## src/rtl/cslow_pkg.sv

```systemverilog
package cslow_pkg;

    parameter int DATA_W = 32;
    parameter int ROT_L  = 5;
    parameter int SHR    = 7;

    typedef logic [DATA_W-1:0] word_t;

    // One mixing round; maps zero to zero so cleared state is self-consistent.
    function automatic word_t mix_round(input word_t t);
        word_t rot;
        rot = (t << ROT_L) | (t >> (DATA_W - ROT_L));
        return (t + rot) ^ (t >> SHR);
    endfunction

endpackage

```

## src/rtl/cslow_thread_ctr.sv

```systemverilog
module cslow_thread_ctr #(
    parameter int C     = 3,
    parameter int TID_W = (C > 1) ? $clog2(C) : 1
) (
    input  logic             clk,
    input  logic             rst_n,
    output logic [TID_W-1:0] tid
);

    localparam logic [TID_W-1:0] LAST = TID_W'(C - 1);

    typedef struct packed {
        logic [TID_W-1:0] tid;
    } ctr_t;

    ctr_t st_d, st_q;

    always_comb begin
        st_d = st_q;
        if (st_q.tid == LAST) st_d.tid = '0;
        else                  st_d.tid = st_q.tid + 1'b1;
    end

    always_ff @(posedge clk or negedge rst_n) begin
        if (!rst_n) st_q <= '0;
        else        st_q <= st_d;
    end

    assign tid = st_q.tid;

    AST_TID_RANGE: assert property (@(posedge clk) disable iff (!rst_n)
        tid <= LAST);
    AST_TID_WRAP: assert property (@(posedge clk) disable iff (!rst_n)
        (tid == LAST) |=> (tid == '0));

endmodule

```

## src/rtl/cslow_slice.sv

```systemverilog
module cslow_slice
    import cslow_pkg::*;
#(
    parameter bit FIRST = 1'b0
) (
    input  logic  clk,
    input  logic  rst_n,
    input  word_t src,
    input  word_t inj,
    output word_t q
);

    typedef struct packed {
        word_t val;
    } slice_t;

    slice_t st_d, st_q;
    word_t  pre;

    always_comb begin
        pre      = FIRST ? (src ^ inj) : src;
        st_d     = st_q;
        st_d.val = mix_round(pre);
    end

    always_ff @(posedge clk or negedge rst_n) begin
        if (!rst_n) st_q <= '0;
        else        st_q <= st_d;
    end

    assign q = st_q.val;

    AST_SLICE_ZERO: assert property (@(posedge clk) disable iff (!rst_n)
        (pre == '0) |=> (q == '0));

endmodule

```

## src/rtl/cslow_core.sv

```systemverilog
module cslow_core
    import cslow_pkg::*;
#(
    parameter int C     = 3,
    parameter int TID_W = (C > 1) ? $clog2(C) : 1
) (
    input  logic              clk,
    input  logic              rst_n,
    input  logic [DATA_W-1:0] data_in,
    output logic [DATA_W-1:0] data_out,
    output logic [TID_W-1:0]  thread_id
);

    // at least two slices are required for time sharing.
    if (C < 2) begin : g_bad_c
        $error("cslow_core: C must be at least 2");
    end

    // lvl_q[k] is the register after slice k; lvl_q[C-1] is the state register.
    word_t lvl_q [C];

    for (genvar k = 0; k < C; k++) begin : g_slice
        if (k == 0) begin : g_head
            cslow_slice #(.FIRST(1'b1)) u_slice (
                .clk   (clk),
                .rst_n (rst_n),
                .src   (lvl_q[C-1]),
                .inj   (data_in),
                .q     (lvl_q[0])
            );
        end else begin : g_body
            cslow_slice #(.FIRST(1'b0)) u_slice (
                .clk   (clk),
                .rst_n (rst_n),
                .src   (lvl_q[k-1]),
                .inj   (data_in),
                .q     (lvl_q[k])
            );
        end
    end

    cslow_thread_ctr #(.C(C), .TID_W(TID_W)) u_ctr (
        .clk   (clk),
        .rst_n (rst_n),
        .tid   (thread_id)
    );

    assign data_out = lvl_q[C-1];

    AST_OUT_KNOWN: assert property (@(posedge clk) disable iff (!rst_n)
        !$isunknown(data_out));
    AST_RESET_ZERO: assert property (@(posedge clk)
        !rst_n |-> (data_out == '0 && thread_id == '0));

endmodule

```

## config.mk

```make
export PLATFORM = sky130hd
export DESIGN_NAME = cslow_core
export DESIGN_NICKNAME = d
export VERILOG_FILES = /design/src/rtl/cslow_pkg.sv /design/src/rtl/cslow_thread_ctr.sv /design/src/rtl/cslow_slice.sv /design/src/rtl/cslow_core.sv
export SDC_FILE = /design/constraint.sdc
export NUM_CORES = 1
export LEC_CHECK = 0
export BUFFER_PORTS_ARGS = -buffer_cell sky130_fd_sc_hd__buf_2
export CAP_MARGIN = 20
export CORE_MARGIN = 3
export CORE_UTILIZATION = 25
export CTS_CLUSTER_DIAMETER = 200
export CTS_CLUSTER_SIZE = 24
export DETAILED_ROUTE_END_ITERATION = 6
export PLACE_DENSITY = 0.48
export SETUP_SLACK_MARGIN = 0.1
export SLEW_MARGIN = 10
export SYNTH_ARGS = -nofsm -noshare
export SYNTH_HDL_FRONTEND = slang
export SYNTH_SLANG_ARGS = --single-unit
```

## constraint.sdc

```tcl
create_clock -name clk -period 8.5 [get_ports clk]
set_clock_uncertainty 0.05 [all_clocks]
set_input_delay 1.7 -clock clk [delete_from_list [all_inputs] [get_ports clk]]
set_output_delay 1.7 -clock clk [all_outputs]
set_load 0.03 [all_outputs]
```

== After elaboration in Yosys (flattened, before gate mapping) ==
Index checks and enable logic that the tools add are counted.
Storage, ports and cells
  bits in registers: 98
  bits of input ports: 34
  output and inout port bits: 34
  logic and storage cells: 17
Operators by class
  add/sub/neg operators: 4
  equal/unequal tests: 1
  multiplexer cells: 1
  bitwise operators: 7
Operators by type and width (count)
  adder 32 bit: 3
  OR 32 x 5 -> 32 bit: 3
  XOR 32 x 25 -> 32 bit: 3
  XOR 32 bit: 1
  adder 2 x 1 -> 2 bit, second input constant: 1
  == test 2 bit, second input constant: 1
  2-to-1 mux 2 bit: 1

== Depth between registers and ports, before layout ==
  word-level depth: 4
  depth in mapped cells: 12
  depth with buffers taken out: 12

== Cells and area by module ==
From an unflattened synthesis, not the netlist that was laid out.
Second synthesis, totals
  cell total of the unflattened synthesis: 954
  area, all modules: 8627.0 µm²
Modules (own cells, without submodules)
  cslow_slice at g_slice[1].g_body.u_slice ...: instances 2, cells an instance 295, area each 2710.1 µm², seq. area each 800.8 µm²
  cslow_slice at g_slice[0].g_head.u_slice: instances 1, cells an instance 360, area each 3144.3 µm², seq. area each 800.8 µm²
  cslow_thread_ctr: instances 1, cells an instance 4, area each 62.6 µm², seq. area each 50.0 µm²

== Least setup slack after synthesis ==
Ideal clock, no wire load.
  path kind: input to register
  from: in data_in[27]
  to: reg g_slice[0].g_head.u_slice.st_q (netlist bit g_slice[0].g_head.u_slice.q[28])
  setup time: 0.125 ns
  arrival: 4.090 ns
  data required time: 8.325 ns
  slack: 4.235 ns
  cell stages on the path: 12
  path buffers: 0
  cell sequence: xor2_1 > ha_1 > inv_1 > fa_1 > nor2b_1 > o31a_1 > o41ai_2 > o21a_1 > o31ai_1 > o221a_2 > o31ai_2 > xnor2_1
RTL lines
  start, declared: line cslow_core.sv:9  | input logic [DATA_W-1:0] data_in,
  end signal, assigned: line cslow_slice.sv:28  | else st_q <= st_d;
  end, declared: line cslow_slice.sv:17  | slice_t st_d, st_q;

==> flow_metrics.py <==
metrics = {
    "drt": {
        "drt_iter0_markers": 528,
        "detail_route.drc_violations": 0,
        "ant_nets": 0,
        "wire_per_inst_um": 19.7,
        "totalWireLength_um": 27000,
        "num_vias": 6789,
        "post_drt_via_cell_ratio": 4.96,
        "detailed_router_iteration_count_before_antenna_repair": 5,
    },
    "global_routing": {
        "global_route_met1_utilization_pct": 23.1,
        "pin_count_of_the_biggest_net_entering_global_routing": 56,
        "antenna_found_initial": 1,
        "grt_util_all_layers_pct": 15.3,
        "met2_demand_to_capacity_share_in_global_routing_pct": 22.5,
        "globalRoute.busiestLayer": "met1",
        "grt_overflow": 0,
        "first_pass_grt_wire_length_um": 41500,
        "first_global_vias": 6743,
        "met3_resource_use_gr_pct": 2.82,
    },
    "timing": {
        "number_of_slew_limit_violations_in_the_final_report": 0,
        "totalNegativeSetupSlack_ns": 0,
        "worst_hold_margin_ns": 0.386,
        "timing.final.crit_share_pct": 56.6,
        "rsz0062_at_grt": "no",
        "slew_headroom_pct": 53.1,
        "worstMarginPinSlew_ns": 0.704,
        "timing.fmax_ghz": 0.208,
        "hold_violations": 0,
        "period_needed_ns": 4.81,
        "finalSetupViolCount": 0,
    },
    "floorplan": {
        "die_h_um": 188,
        "start_util_pct": 25.7,
        "pin_count": 68,
        "die-area_mm2": 0.0352,
        "dieWidth_um": 188,
        "rows": 65,
        "core_region_area_mm2": 0.0320,
    },
    "min_path": {
        "holdCritPathClass": "register to register",
    },
    "job": {
        "max_cap_violations": 0,
    },
    "placement": {
        "globalplace.congestion": 0.902,
        "place.port_buffers": 67,
        "placement.cell_area_mm2": 0.00907,
        "hpwlAfterDp_um": 22800,
        "place.detailed.instances": 1353,
    },
    "critical_path": {
        "crit_required_ns": 8.68,
        "maximum_fanout_count_along_the_critical_path": 4,
        "kind_of_end_point_of_the_critical_path": "register",
        "timing.critical_path.from_type": "input port",
        "timing.critical_path.arrival_ns": 4.99,
        "timing.setup.critical_path_class": "input port to register",
    },
    "layout": {
        "layout-area-overhead-vs-synth_pct": 13.7,
        "fillerInstances": 3467,
        "fin_area_mm2": 0.00937,
        "layout-drive-gt1-share_pct": 11.0,
        "antenna-diode-count": 0,
        "stdcell_count": 1369,
        "nets": 1059,
    },
    "clocking": {
        "clock_tree_root_buffer_cell": "sky130_fd_sc_hd__clkbuf_16",
        "cts.hold.buffers_added": 0,
        "clk-insertion-delay-late_ns": 0.35,
        "clk_path_buf_depth": 2,
        "htree_num_levels": 3,
        "tritoncts": "built",
        "cts.clk_slew.worst_paths_ns": 0.07,
        "cts.sinks": 98,
        "numCtsBuffers": 9,
        "postCtsSetupRepairBufs": 0,
        "cts_resized": 0,
    },
    "synth": {
        "synth_ff_type": "sky130_fd_sc_hd__dfrtp_1",
        "async_reset_ff_share_pct": 100,
        "cell_count_after_synthesis": 867,
        "synth.ff_latch_count": 98,
        "mappedNetlistNets": 997,
        "synth_sequential_area_ratio_pct": 29.8,
        "syn_area_mm2": 0.00824,
        "synthDistinctLibCells": 66,
        "post_synthesis_average_cell_area_um2": 9.51,
        "edff_count_synth": 0,
        "synth_warnings": 0,
    },
    "outcome": {
        "status": "complete, no violations",
    },
}
-- metrics by stage --
step | util [%] | worst slack, ns
after floorplan | - | 4.24
after global placement | 28.3 | 3.52
after detailed placement | 28.3 | 3.40
after global routing | 29.2 | 3.55
final | 29.2 | 3.69
after CTS | 29.2 | 3.76
-- flip-flops by register name, summed over array words and instances (netlist names) --
name / count
g_slice.g_body.u_slice.q: 64
u_ctr.tid: 2
g_slice.g_head.u_slice.q: 32
-- cells in the mapped netlist, types with 10 or more instances --
| cell type | number | area [um^2] |
|---|---|---|
| sky130_fd_sc_hd__a21o_1 | 42 | 315 |
| sky130_fd_sc_hd__a21oi_1 | 80 | 400 |
| sky130_fd_sc_hd__a31oi_1 | 11 | 68.8 |
| sky130_fd_sc_hd__and3_1 | 10 | 62.6 |
| sky130_fd_sc_hd__clkbuf_1 | 17 | 63.8 |
| sky130_fd_sc_hd__dfrtp_1 | 98 | 2450 |
| sky130_fd_sc_hd__ha_1 | 93 | 1160 |
| sky130_fd_sc_hd__inv_1 | 19 | 71.3 |
| sky130_fd_sc_hd__nand2_1 | 45 | 169 |
| sky130_fd_sc_hd__nand3_1 | 21 | 105 |
| sky130_fd_sc_hd__nand4_1 | 12 | 75.1 |
| sky130_fd_sc_hd__nor2_1 | 38 | 143 |
| sky130_fd_sc_hd__nor2b_1 | 12 | 75.1 |
| sky130_fd_sc_hd__o21a_1 | 13 | 97.6 |
| sky130_fd_sc_hd__o21ai_0 | 37 | 185 |
| sky130_fd_sc_hd__o21bai_1 | 14 | 105 |
| sky130_fd_sc_hd__xnor2_1 | 115 | 1010 |
| sky130_fd_sc_hd__xor2_1 | 83 | 727 |
-- routing by layer --
metal  routed length, um  vias up
li1                    -     3283
met3                1400       38
met5                  17        -
met2               11300      207
met1               13700     3259
met4                 631        2
-- layout by cell type, fill, tap and decap left out, types with 3 or more instances in the layout --
cell / synthesis / final
sky130_fd_sc_hd__fa_1: 3 / 3
sky130_fd_sc_hd__a31oi_1: 11 / 11
sky130_fd_sc_hd__o21ai_0: 37 / 37
sky130_fd_sc_hd__o21bai_1: 14 / 14
sky130_fd_sc_hd__and3_1: 10 / 10
sky130_fd_sc_hd__a211oi_1: 7 / 7
sky130_fd_sc_hd__xnor2_1: 115 / 115
sky130_fd_sc_hd__o21ai_1: 8 / 8
sky130_fd_sc_hd__ha_1: 93 / 93
sky130_fd_sc_hd__inv_1: 19 / 19
sky130_fd_sc_hd__o21a_1: 13 / 13
sky130_fd_sc_hd__a311oi_1: 4 / 4
sky130_fd_sc_hd__nor2_1: 38 / 38
sky130_fd_sc_hd__a21oi_1: 80 / 80
sky130_fd_sc_hd__buf_2: 0 / 66
sky130_fd_sc_hd__o31ai_1: 8 / 8
sky130_fd_sc_hd__xor2_1: 83 / 83
sky130_fd_sc_hd__nand2_1: 45 / 45
sky130_fd_sc_hd__and4_1: 5 / 5
sky130_fd_sc_hd__nand3_1: 21 / 21
sky130_fd_sc_hd__nand4_1: 12 / 12
sky130_fd_sc_hd__nor3_1: 9 / 9
sky130_fd_sc_hd__nand2b_1: 9 / 9
sky130_fd_sc_hd__o211ai_1: 4 / 4
sky130_fd_sc_hd__a221oi_1: 3 / 3
sky130_fd_sc_hd__a21o_1: 42 / 42
sky130_fd_sc_hd__clkbuf_16: 0 / 9
sky130_fd_sc_hd__nor2b_1: 12 / 12
sky130_fd_sc_hd__clkinv_4: 0 / 3
sky130_fd_sc_hd__dfrtp_1: 98 / 98
-- cell type report --
type                    instances  area (um^2)  share of cell area, %
multi-input cells             733         5650                   60.4
flip-flops and latches         98         2450                   26.2
well taps                     435          544                   5.81
repair buffers                 68          345                   3.69
clock buffers                  10          239                   2.55
inverters                      19         71.3                  0.761
clock inverters                 6         61.3                  0.654
-- logic make-up (layout without fill, tap and decap cells) --
group                      Yosys count  count (layout)  synth area share (%)
AOI/OAI and AO/OA                  265             265                  22.1
xor gates and xnor gates           198             198                  21.0
and+or+nand+nor                    174             174                  10.6
DFF                                 98              98                  29.8
adders and majority gates           96              96                  14.8
buffers and inverters               36             103                  1.64
-- final timing paths --
| check | slack, ns | cells past startpoint | startpoint | end |
|---|---|---|---|---|
| min | 0.39 | 1 | u_ctr.tid[0]$_DFF_PN0_ | u_ctr.tid[0]$_DFF_PN0_ |
| max reg2reg | 4.74 | 12 | g_slice[2].g_body.u_slice.q[27]$_DFF_PN0_ | g_slice[0].g_head.u_slice.q[28]$_DFF_PN0_ |
| max | 3.69 | 13 | data_in[27] | g_slice[0].g_head.u_slice.q[28]$_DFF_PN0_ |
| max in group asynchronous | 6.01 | 2 | rst_n | g_slice[0].g_head.u_slice.q[18]$_DFF_PN0_ |
| min reg2reg | 0.39 | 1 | u_ctr.tid[0]$_DFF_PN0_ | u_ctr.tid[0]$_DFF_PN0_ |
| min in group asynchronous | 1.34 | 1 | rst_n | g_slice[2].g_body.u_slice.q[2]$_DFF_PN0_ |
-- critical path: stages --
cell and delay, ns:
sky130_fd_sc_hd__buf_2 0.10, sky130_fd_sc_hd__xor2_1 0.54, sky130_fd_sc_hd__ha_1 0.33, sky130_fd_sc_hd__inv_1 0.08, sky130_fd_sc_hd__fa_1 0.46, sky130_fd_sc_hd__nor2b_1 0.17
sky130_fd_sc_hd__o31a_1 0.19, sky130_fd_sc_hd__o41ai_2 0.12, sky130_fd_sc_hd__o21a_1 0.24, sky130_fd_sc_hd__o31ai_1 0.52, sky130_fd_sc_hd__o221a_2 0.34, sky130_fd_sc_hd__o31ai_2 0.07
sky130_fd_sc_hd__xnor2_1 0.13
Power is not shown: default switching activity piles up to over one toggle a cycle in this logic, so the estimate is an artifact.
